<file path="src/rtl/lpa_pkg.sv">
package lpa_pkg;

   typedef enum logic [1:0] {
      SEL_AND  = 2'd0,
      SEL_OR   = 2'd1,
      SEL_POL  = 2'd2,
      SEL_NONE = 2'd3
   } cfg_sel_e;

   function automatic int max3(input int a, input int b, input int c);
      int m;
      m = (a > b) ? a : b;
      return (m > c) ? m : c;
   endfunction

   function automatic int idx_bits(input int n);
      return (n > 1) ? $clog2(n) : 1;
   endfunction

endpackage

</file>
<file path="src/rtl/lpa_cfg_regs.sv">
module lpa_cfg_regs import lpa_pkg::*; #(
   parameter int N_IN   = 3,
   parameter int N_TERM = 3,
   parameter int N_OUT  = 2,
   parameter int IW     = 2,
   parameter int DW     = 6,
   parameter bit POL_EN = 1'b1
) (
   input  logic                           clk,
   input  logic                           rst_n,
   input  logic                           we,
   input  logic [1:0]                     sel,
   input  logic [IW-1:0]                  idx,
   input  logic [DW-1:0]                  data,
   output logic [N_TERM-1:0][N_IN-1:0]    and_true,
   output logic [N_TERM-1:0][N_IN-1:0]    and_comp,
   output logic [N_OUT-1:0][N_TERM-1:0]   or_mask,
   output logic [N_OUT-1:0]               pol
);

   logic hit_and, hit_or, hit_pol;

   always_comb begin
      hit_and = we && (sel == SEL_AND);
      hit_or  = we && (sel == SEL_OR);
      hit_pol = we && (sel == SEL_POL);
   end

   for (genvar t = 0; t < N_TERM; t++) begin : g_and_row
      always_ff @(posedge clk or negedge rst_n) begin
         if (!rst_n) begin
            and_true[t] <= '0;
            and_comp[t] <= '0;
         end else if (hit_and && idx == IW'(t)) begin
            and_true[t] <= data[N_IN-1:0];
            and_comp[t] <= data[2*N_IN-1:N_IN];
         end
      end
   end

   for (genvar j = 0; j < N_OUT; j++) begin : g_or_row
      always_ff @(posedge clk or negedge rst_n) begin
         if (!rst_n)
            or_mask[j] <= '0;
         else if (hit_or && idx == IW'(j))
            or_mask[j] <= data[N_TERM-1:0];
      end
   end

   if (POL_EN) begin : g_pol_reg
      always_ff @(posedge clk or negedge rst_n) begin
         if (!rst_n)
            pol <= '0;
         else if (hit_pol)
            pol <= data[N_OUT-1:0];
      end
   end else begin : g_pol_fixed
      logic unused_pol;
      assign unused_pol = hit_pol;
      assign pol = '0;
   end

endmodule

</file>
<file path="src/rtl/lpa_and_plane.sv">
module lpa_and_plane #(
   parameter int N_IN   = 3,
   parameter int N_TERM = 3
) (
   input  logic [N_IN-1:0]                lit_in,
   input  logic [N_TERM-1:0][N_IN-1:0]    and_true,
   input  logic [N_TERM-1:0][N_IN-1:0]    and_comp,
   output logic [N_TERM-1:0]              prod
);

   for (genvar t = 0; t < N_TERM; t++) begin : g_term
      logic [N_IN-1:0] pass_t, pass_c;
      always_comb begin
         pass_t  = lit_in | ~and_true[t];
         pass_c  = ~lit_in | ~and_comp[t];
         prod[t] = &(pass_t & pass_c);
      end
   end

endmodule

</file>
<file path="src/rtl/lpa_or_plane.sv">
module lpa_or_plane #(
   parameter int N_TERM = 3,
   parameter int N_OUT  = 2
) (
   input  logic [N_TERM-1:0]              prod,
   input  logic [N_OUT-1:0][N_TERM-1:0]   or_mask,
   input  logic [N_OUT-1:0]               pol,
   output logic [N_OUT-1:0]               fn_out
);

   for (genvar j = 0; j < N_OUT; j++) begin : g_sum
      logic sum_j;
      always_comb begin
         sum_j     = |(prod & or_mask[j]);
         fn_out[j] = sum_j ^ pol[j];
      end
   end

endmodule

</file>
<file path="src/rtl/lpa_array.sv">
module lpa_array import lpa_pkg::*; #(
   parameter int  N_IN   = 3,
   parameter int  N_TERM = 3,
   parameter int  N_OUT  = 2,
   parameter bit  POL_EN = 1'b1,
   localparam int IW     = idx_bits((N_TERM > N_OUT) ? N_TERM : N_OUT),
   localparam int DW     = max3(2 * N_IN, N_TERM, N_OUT)
) (
   input  logic              clk,
   input  logic              rst_n,
   input  logic              cfg_we,
   input  logic [1:0]        cfg_sel,
   input  logic [IW-1:0]     cfg_idx,
   input  logic [DW-1:0]     cfg_data,
   input  logic [N_IN-1:0]   lit_in,
   output logic [N_OUT-1:0]  fn_out
);

   if (N_IN < 1)   begin : g_bad_in   $error("lpa_array: N_IN must be at least 1");   end
   if (N_TERM < 1) begin : g_bad_term $error("lpa_array: N_TERM must be at least 1"); end
   if (N_OUT < 1)  begin : g_bad_out  $error("lpa_array: N_OUT must be at least 1");  end

   logic [N_TERM-1:0][N_IN-1:0]  and_true;
   logic [N_TERM-1:0][N_IN-1:0]  and_comp;
   logic [N_OUT-1:0][N_TERM-1:0] or_mask;
   logic [N_OUT-1:0]             pol;
   logic [N_TERM-1:0]            prod;

   lpa_cfg_regs #(
      .N_IN(N_IN), .N_TERM(N_TERM), .N_OUT(N_OUT),
      .IW(IW), .DW(DW), .POL_EN(POL_EN)
   ) u_regs (
      .clk(clk), .rst_n(rst_n), .we(cfg_we), .sel(cfg_sel),
      .idx(cfg_idx), .data(cfg_data),
      .and_true(and_true), .and_comp(and_comp),
      .or_mask(or_mask), .pol(pol)
   );

   lpa_and_plane #(.N_IN(N_IN), .N_TERM(N_TERM)) u_and (
      .lit_in(lit_in), .and_true(and_true), .and_comp(and_comp), .prod(prod)
   );

   lpa_or_plane #(.N_TERM(N_TERM), .N_OUT(N_OUT)) u_or (
      .prod(prod), .or_mask(or_mask), .pol(pol), .fn_out(fn_out)
   );

endmodule

</file>
<file path="config.mk">
export PLATFORM = sky130hd
export DESIGN_NAME = lpa_array
export DESIGN_NICKNAME = d
export VERILOG_FILES = /design/src/rtl/lpa_pkg.sv /design/src/rtl/lpa_cfg_regs.sv /design/src/rtl/lpa_and_plane.sv /design/src/rtl/lpa_or_plane.sv /design/src/rtl/lpa_array.sv
export SDC_FILE = /design/constraint.sdc
export NUM_CORES = 1
export LEC_CHECK = 0
export ABC_AREA = 1
export CAP_MARGIN = 10
export CORE_MARGIN = 1.5
export CORE_UTILIZATION = 45
export CTS_BUF_LIST = sky130_fd_sc_hd__clkbuf_16
export DETAILED_ROUTE_END_ITERATION = 8
export GPL_ROUTABILITY_DRIVEN = 0
export GPL_TIMING_DRIVEN = 1
export PLACE_DENSITY = 0.68
export SYNTH_ARGS = -nofsm -noshare
export SYNTH_HDL_FRONTEND = slang
export SYNTH_SLANG_ARGS = --single-unit
</file>
<file path="constraint.sdc">
create_clock -name clk -period 0.9 [get_ports clk]
set_clock_uncertainty 0.05 [all_clocks]
set_input_delay 0.09 -clock clk [delete_from_list [all_inputs] [get_ports clk]]
set_output_delay 0.09 -clock clk [all_outputs]
set_load 0.02 [all_outputs]
</file>
== Yosys cells after proc, flatten, opt, wreduce, memory -nomap -nowiden ==
Cells that the tools add are included.

* Bits in registers: 26
* Input bits: 16
* Output and inout port bits: 2
* Word-level logic and storage cells: 48

* Equal/unequal tests: 4
* Bitwise gates (word level): 20
* Reductions and logical operators: 15

{| class="wikitable"
|+ Operator list
! operator !! number
|-
| $not A3 Y3 || 7
|-
| $or A3 B3 Y3 || 6
|-
| $and A3 B3 Y3 || 5
|-
| $reduce_and A3 Y1 || 3
|-
| $logic_and A1 B1 Y1 || 8
|-
| $reduce_or A3 Y1 || 2
|-
| $eq A2 B1 Y1 const B || 2
|-
| $eq A2 B2 Y1 const B || 2
|-
| $logic_not A2 Y1 || 2
|-
| $xor A1 B1 Y1 || 2
|}

== Longest topological paths before layout ==
* Depth after elaboration: 7
* Depth in mapped cells: 8
* Depth with buffers taken out: 8

== Modules after synthesis ==
A second synthesis with hierarchy kept.

* Cell total of the unflattened synthesis: 187
* Area total of the unflattened synthesis: 1,365.1 um^2

{| class="wikitable"
|+ By module, submodules not included
! module !! instances !! cells each !! area an instance (um^2) !! seq. area each (um^2)
|-
| lpa_cfg_regs || 1 || 124 || 1,109.8 || 650.6
|-
| lpa_and_plane || 1 || 47 || 187.7 || 0.0
|-
| lpa_or_plane || 1 || 16 || 67.6 || 0.0
|}

== Worst setup path before layout ==
OpenSTA, ideal clock, no wires.

* Path type: reg2out
* From: reg u_regs.and_comp[8] (netlist name)
* To: out fn_out[0]
* Arrival time: 0.968 ns
* Data required time: 0.760 ns
* Slack: -0.208 ns
* Cell stages (with the launch flop): 8
* Cells stage by stage: dfrtp_1 > nand2_1 > inv_1 > a21oi_1 > nand3_1 > nand3_1 > nand2_1 > nand2_1

* Cells in the longest elaborated chain, start to end: 7

{| class="wikitable"
|+ Ends and longest elaborated chain
! element !! RTL line !! text
|-
| start, declared || lpa_cfg_regs.sv:16 || <nowiki>output logic [N_TERM-1:0][N_IN-1:0] and_comp,</nowiki>
|-
| start signal, assigned by index || lpa_cfg_regs.sv:36 || <nowiki>and_comp[t] <= data[2*N_IN-1:N_IN];</nowiki>
|-
| $not A3 Y3 || lpa_and_plane.sv:15 || <nowiki>pass_c = ~lit_in | ~and_comp[t];</nowiki>
|-
| $or A3 B3 Y3 || lpa_and_plane.sv:15 ||
|-
| $and A3 B3 Y3 || lpa_and_plane.sv:16 || <nowiki>prod[t] = &(pass_t & pass_c);</nowiki>
|-
| $reduce_and A3 Y1 || lpa_and_plane.sv:16 ||
|-
| $and A3 B3 Y3 || lpa_or_plane.sv:14 || <nowiki>sum_j = |(prod & or_mask[j]);</nowiki>
|-
| $reduce_or A3 Y1 || lpa_or_plane.sv:14 ||
|-
| $xor A1 B1 Y1 || lpa_or_plane.sv:15 || <nowiki>fn_out[j] = sum_j ^ pol[j];</nowiki>
|-
| end, declared || lpa_array.sv:16 || <nowiki>output logic [N_OUT-1:0] fn_out</nowiki>
|}

No other way between the ends.

== Worst setup path in the final report ==
* From: reg u_regs.and_comp[7] (netlist name)
* To: out fn_out[1]

Same word-level chain as after synthesis.

==> metrics.csv <==
stage;metric;value;unit
synth;synth-simple-area-share;0.253;
timing;clock.fmax;662;MHz
setup_path;critPathArrivalTime;1.37;ns
route;drc;0;
run;drv_cap;0;
clock_tree;tritoncts;done;
setup_path;ff2ff_setup_slack;0.16;ns
floorplan;dieArea;3070;um2
synth;ys_warn_count;0;
status;violations;setup timing;
final_layout;nFillCells;208;
grt;grt_max_degree;27;
clock_tree;cts_sinks;26;
place;dp_cells;197;
floorplan;io-pin-count;18;
grt;antenna_found_initial;0;
route;wl_per_cell;14.2;um
synth;synth_xor_area_frac;0;
timing;period_share;1.68;
timing;tightest_slew;0.240;ns
final_layout;final_cells;203;
floorplan;fp.dieW;55.4;um
setup_path;cp.required;0.76;ns
final_layout;layout-drive-gt1-share;0.341;
grt;grt_overflow;0;
timing;hold_viol_final;0;
grt;grt_pass1_vias;1075;
power;ir_drop;1.46;mV
clock_tree;htreeDepth;1;
setup_path;end_kind;output port;
synth;synthesis.area;1230;um2
floorplan;start_util;0.485;
final_layout;layout_common_cells;nand2_1 (48), dfrtp_1 (26), o21ai_2 (13), inv_1 (12), nand3_2 (9);
final_layout;final_common_cell;nand2_1;
synth;syn_inst;149;
setup_path;rr_worst_depth;2;
power;leakagePower;0.000832;uW
setup_path;path_max_fanout;2;
place;place_hpwl;1.87;mm
grt;grt_pass1_wl;4.91;mm
place;dp_slack;-1.16;ns
route;drtPass1Iterations;5;
clock_tree;cts_root_buffer;clkbuf_16;
power;finalPower;3490;uW
final_layout;flow.area_growth_from_synthesis;36.4;%
floorplan;core_area;2540;um2
final_layout;nets;191;
timing;slew_headroom;0.840;
clock_tree;cts_inserted_buffers;3;
route;dr.first_iter.drc_count;42;
clock_tree;clk_latency;0.26;ns
final_layout;final_core_util;0.662;
route;num_vias;1062;
timing;final.min_clock_period;1.51;ns
timing;final.setup.worst_slack;-0.612;ns
timing;setup_viol;2;
grt;grtUsageTotal;0.200;
synth;synth_top_family_by_area;simple AND/OR/NAND/NOR gates;
final_layout;final_area;1680;um2
setup_path;r2r-start;u_regs.or_mask[3]$_DFFE_PN0P_;
synth;synth_cell_types;15;
route;drt_wl_total;2.89;mm
setup_path;reg2reg_to;u_regs.or_mask[3]$_DFFE_PN0P_;
synth;ys_seq_elements;26;
final_layout;diodes;0;
power;power_density;2070;nW/um2
synth;synth-compound-area-share;0.150;
synth;synth_adder_area_share;0;
floorplan;rows;18;
place;postPlaceCellArea;1470;um2
route;ant_nets;0;
synth;muxShareOfSynthArea;0;
clock_tree;clockBufferDepth;2;
setup_path;critPathKind;reg -> out;
synth;syn_area_per_cell;8.29;um2
place;port_buffers;17;
synth;syn-num-nets;165;
synth;yosysSeqAreaShare;0.527;
clock_tree;clk_pin_slew_worst_paths;0.06;ns
setup_path;cp-start-kind;flop;
floorplan;die_h;55.4;um
timing;rsz0062_at_grt;yes;
min_path;hp-class;in -> async;
timing;slew_violations;0;
route;routed_via_density;5.23;
status;status;complete, but fails checks;
worst max-delay path, cell delays in order, from the launching register on:
cell and delay [ns]:
dfrtp_1 0.38, nand2_1 0.07, nand2_1 0.09, nor2_4 0.16, nand3_2 0.10, nand3_2 0.10
nand2_2 0.06, nand2_2 0.05, buf_6 0.11
area by class of cell:
type,instances,area (um2),area share
sequential,26,651,0.386
multi-input combinational,104,629,0.374
timing repair buffer,24,229,0.136
clock buffer,3,75.1,0.0446
inverter,16,62.6,0.0371
tap,30,37.5,0.0223
cells by family (layout without fill, tap and decap cells):
family / after synthesis / in the layout
buf+inv: 19 / 43
simple gates: 76 / 76
flops: 26 / 26
compound gates: 28 / 28
synth_stat cells:
cell type  count  share of area
nand4_1        2          0.010
nor3_2         1         0.0081
nand2_1       56           0.17
buf_6          1         0.0091
nor3_1         1         0.0040
o21ai_1        6          0.024
o21ai_2       12          0.085
nor2_1         5          0.015
a21oi_1        2         0.0081
and2_1         1         0.0051
buf_4          2          0.012
inv_1         16          0.049
dfrtp_1       26           0.53
nand3_1       10          0.041
o21ai_0        8          0.032
metal layers:
metal	GRT usage	part of all wire	up-vias
li1	-	-	527
met1	0.276	0.45	506
met2	0.321	0.49	22
met3	0.0304	0.037	7
met4	0.0662	0.023	0
met5	0	0	-
registers in the layout, summed over array words and instances (netlist names):
register / count
u_regs.and_comp: 9
u_regs.and_true: 9
u_regs.or_mask: 6
u_regs.pol: 2
how the worst max path moves through the flow:
stage                                    from   endpoint  slack [ns]
2_1_floorplan  u_regs.and_true[4]$_DFFE_PN0P_  fn_out[1]       -0.14
4_1_cts        u_regs.and_comp[0]$_DFFE_PN0P_  fn_out[0]       -0.61
5_1_grt        u_regs.and_comp[7]$_DFFE_PN0P_  fn_out[1]       -0.69
3_3_place_gp                        lit_in[1]  fn_out[1]       -1.12
3_5_place_dp                        lit_in[1]  fn_out[1]       -1.16
6_report       u_regs.and_comp[7]$_DFFE_PN0P_  fn_out[1]       -0.61
report_power, final:
part	internal [uW]	switching, uW	total (uW)
clock	588	379	967
combinational	432	535	967
sequential	1400	154	1560
per-stage QoR:
step	TNS, ns	hold WS [ns]
6_report	-1.22	0.130
5_1_grt	-1.39	0.137
4_1_cts	-1.21	0.135
3_5_place_dp	-15.15	0.416
3_3_place_gp	-13.80	0.416
2_1_floorplan	-0.284	-0.256
timing repair:
action                                 CTS  global route
cloned                                   1             1
endpoints found under the hold margin    0             0
hold buffers                             0             0
setup endpoints to repair               26            26
pin swaps                                8            16
gates resized for setup                 43            24
buffers inserted                         1             0
Power figures use the tool's default switching activity.
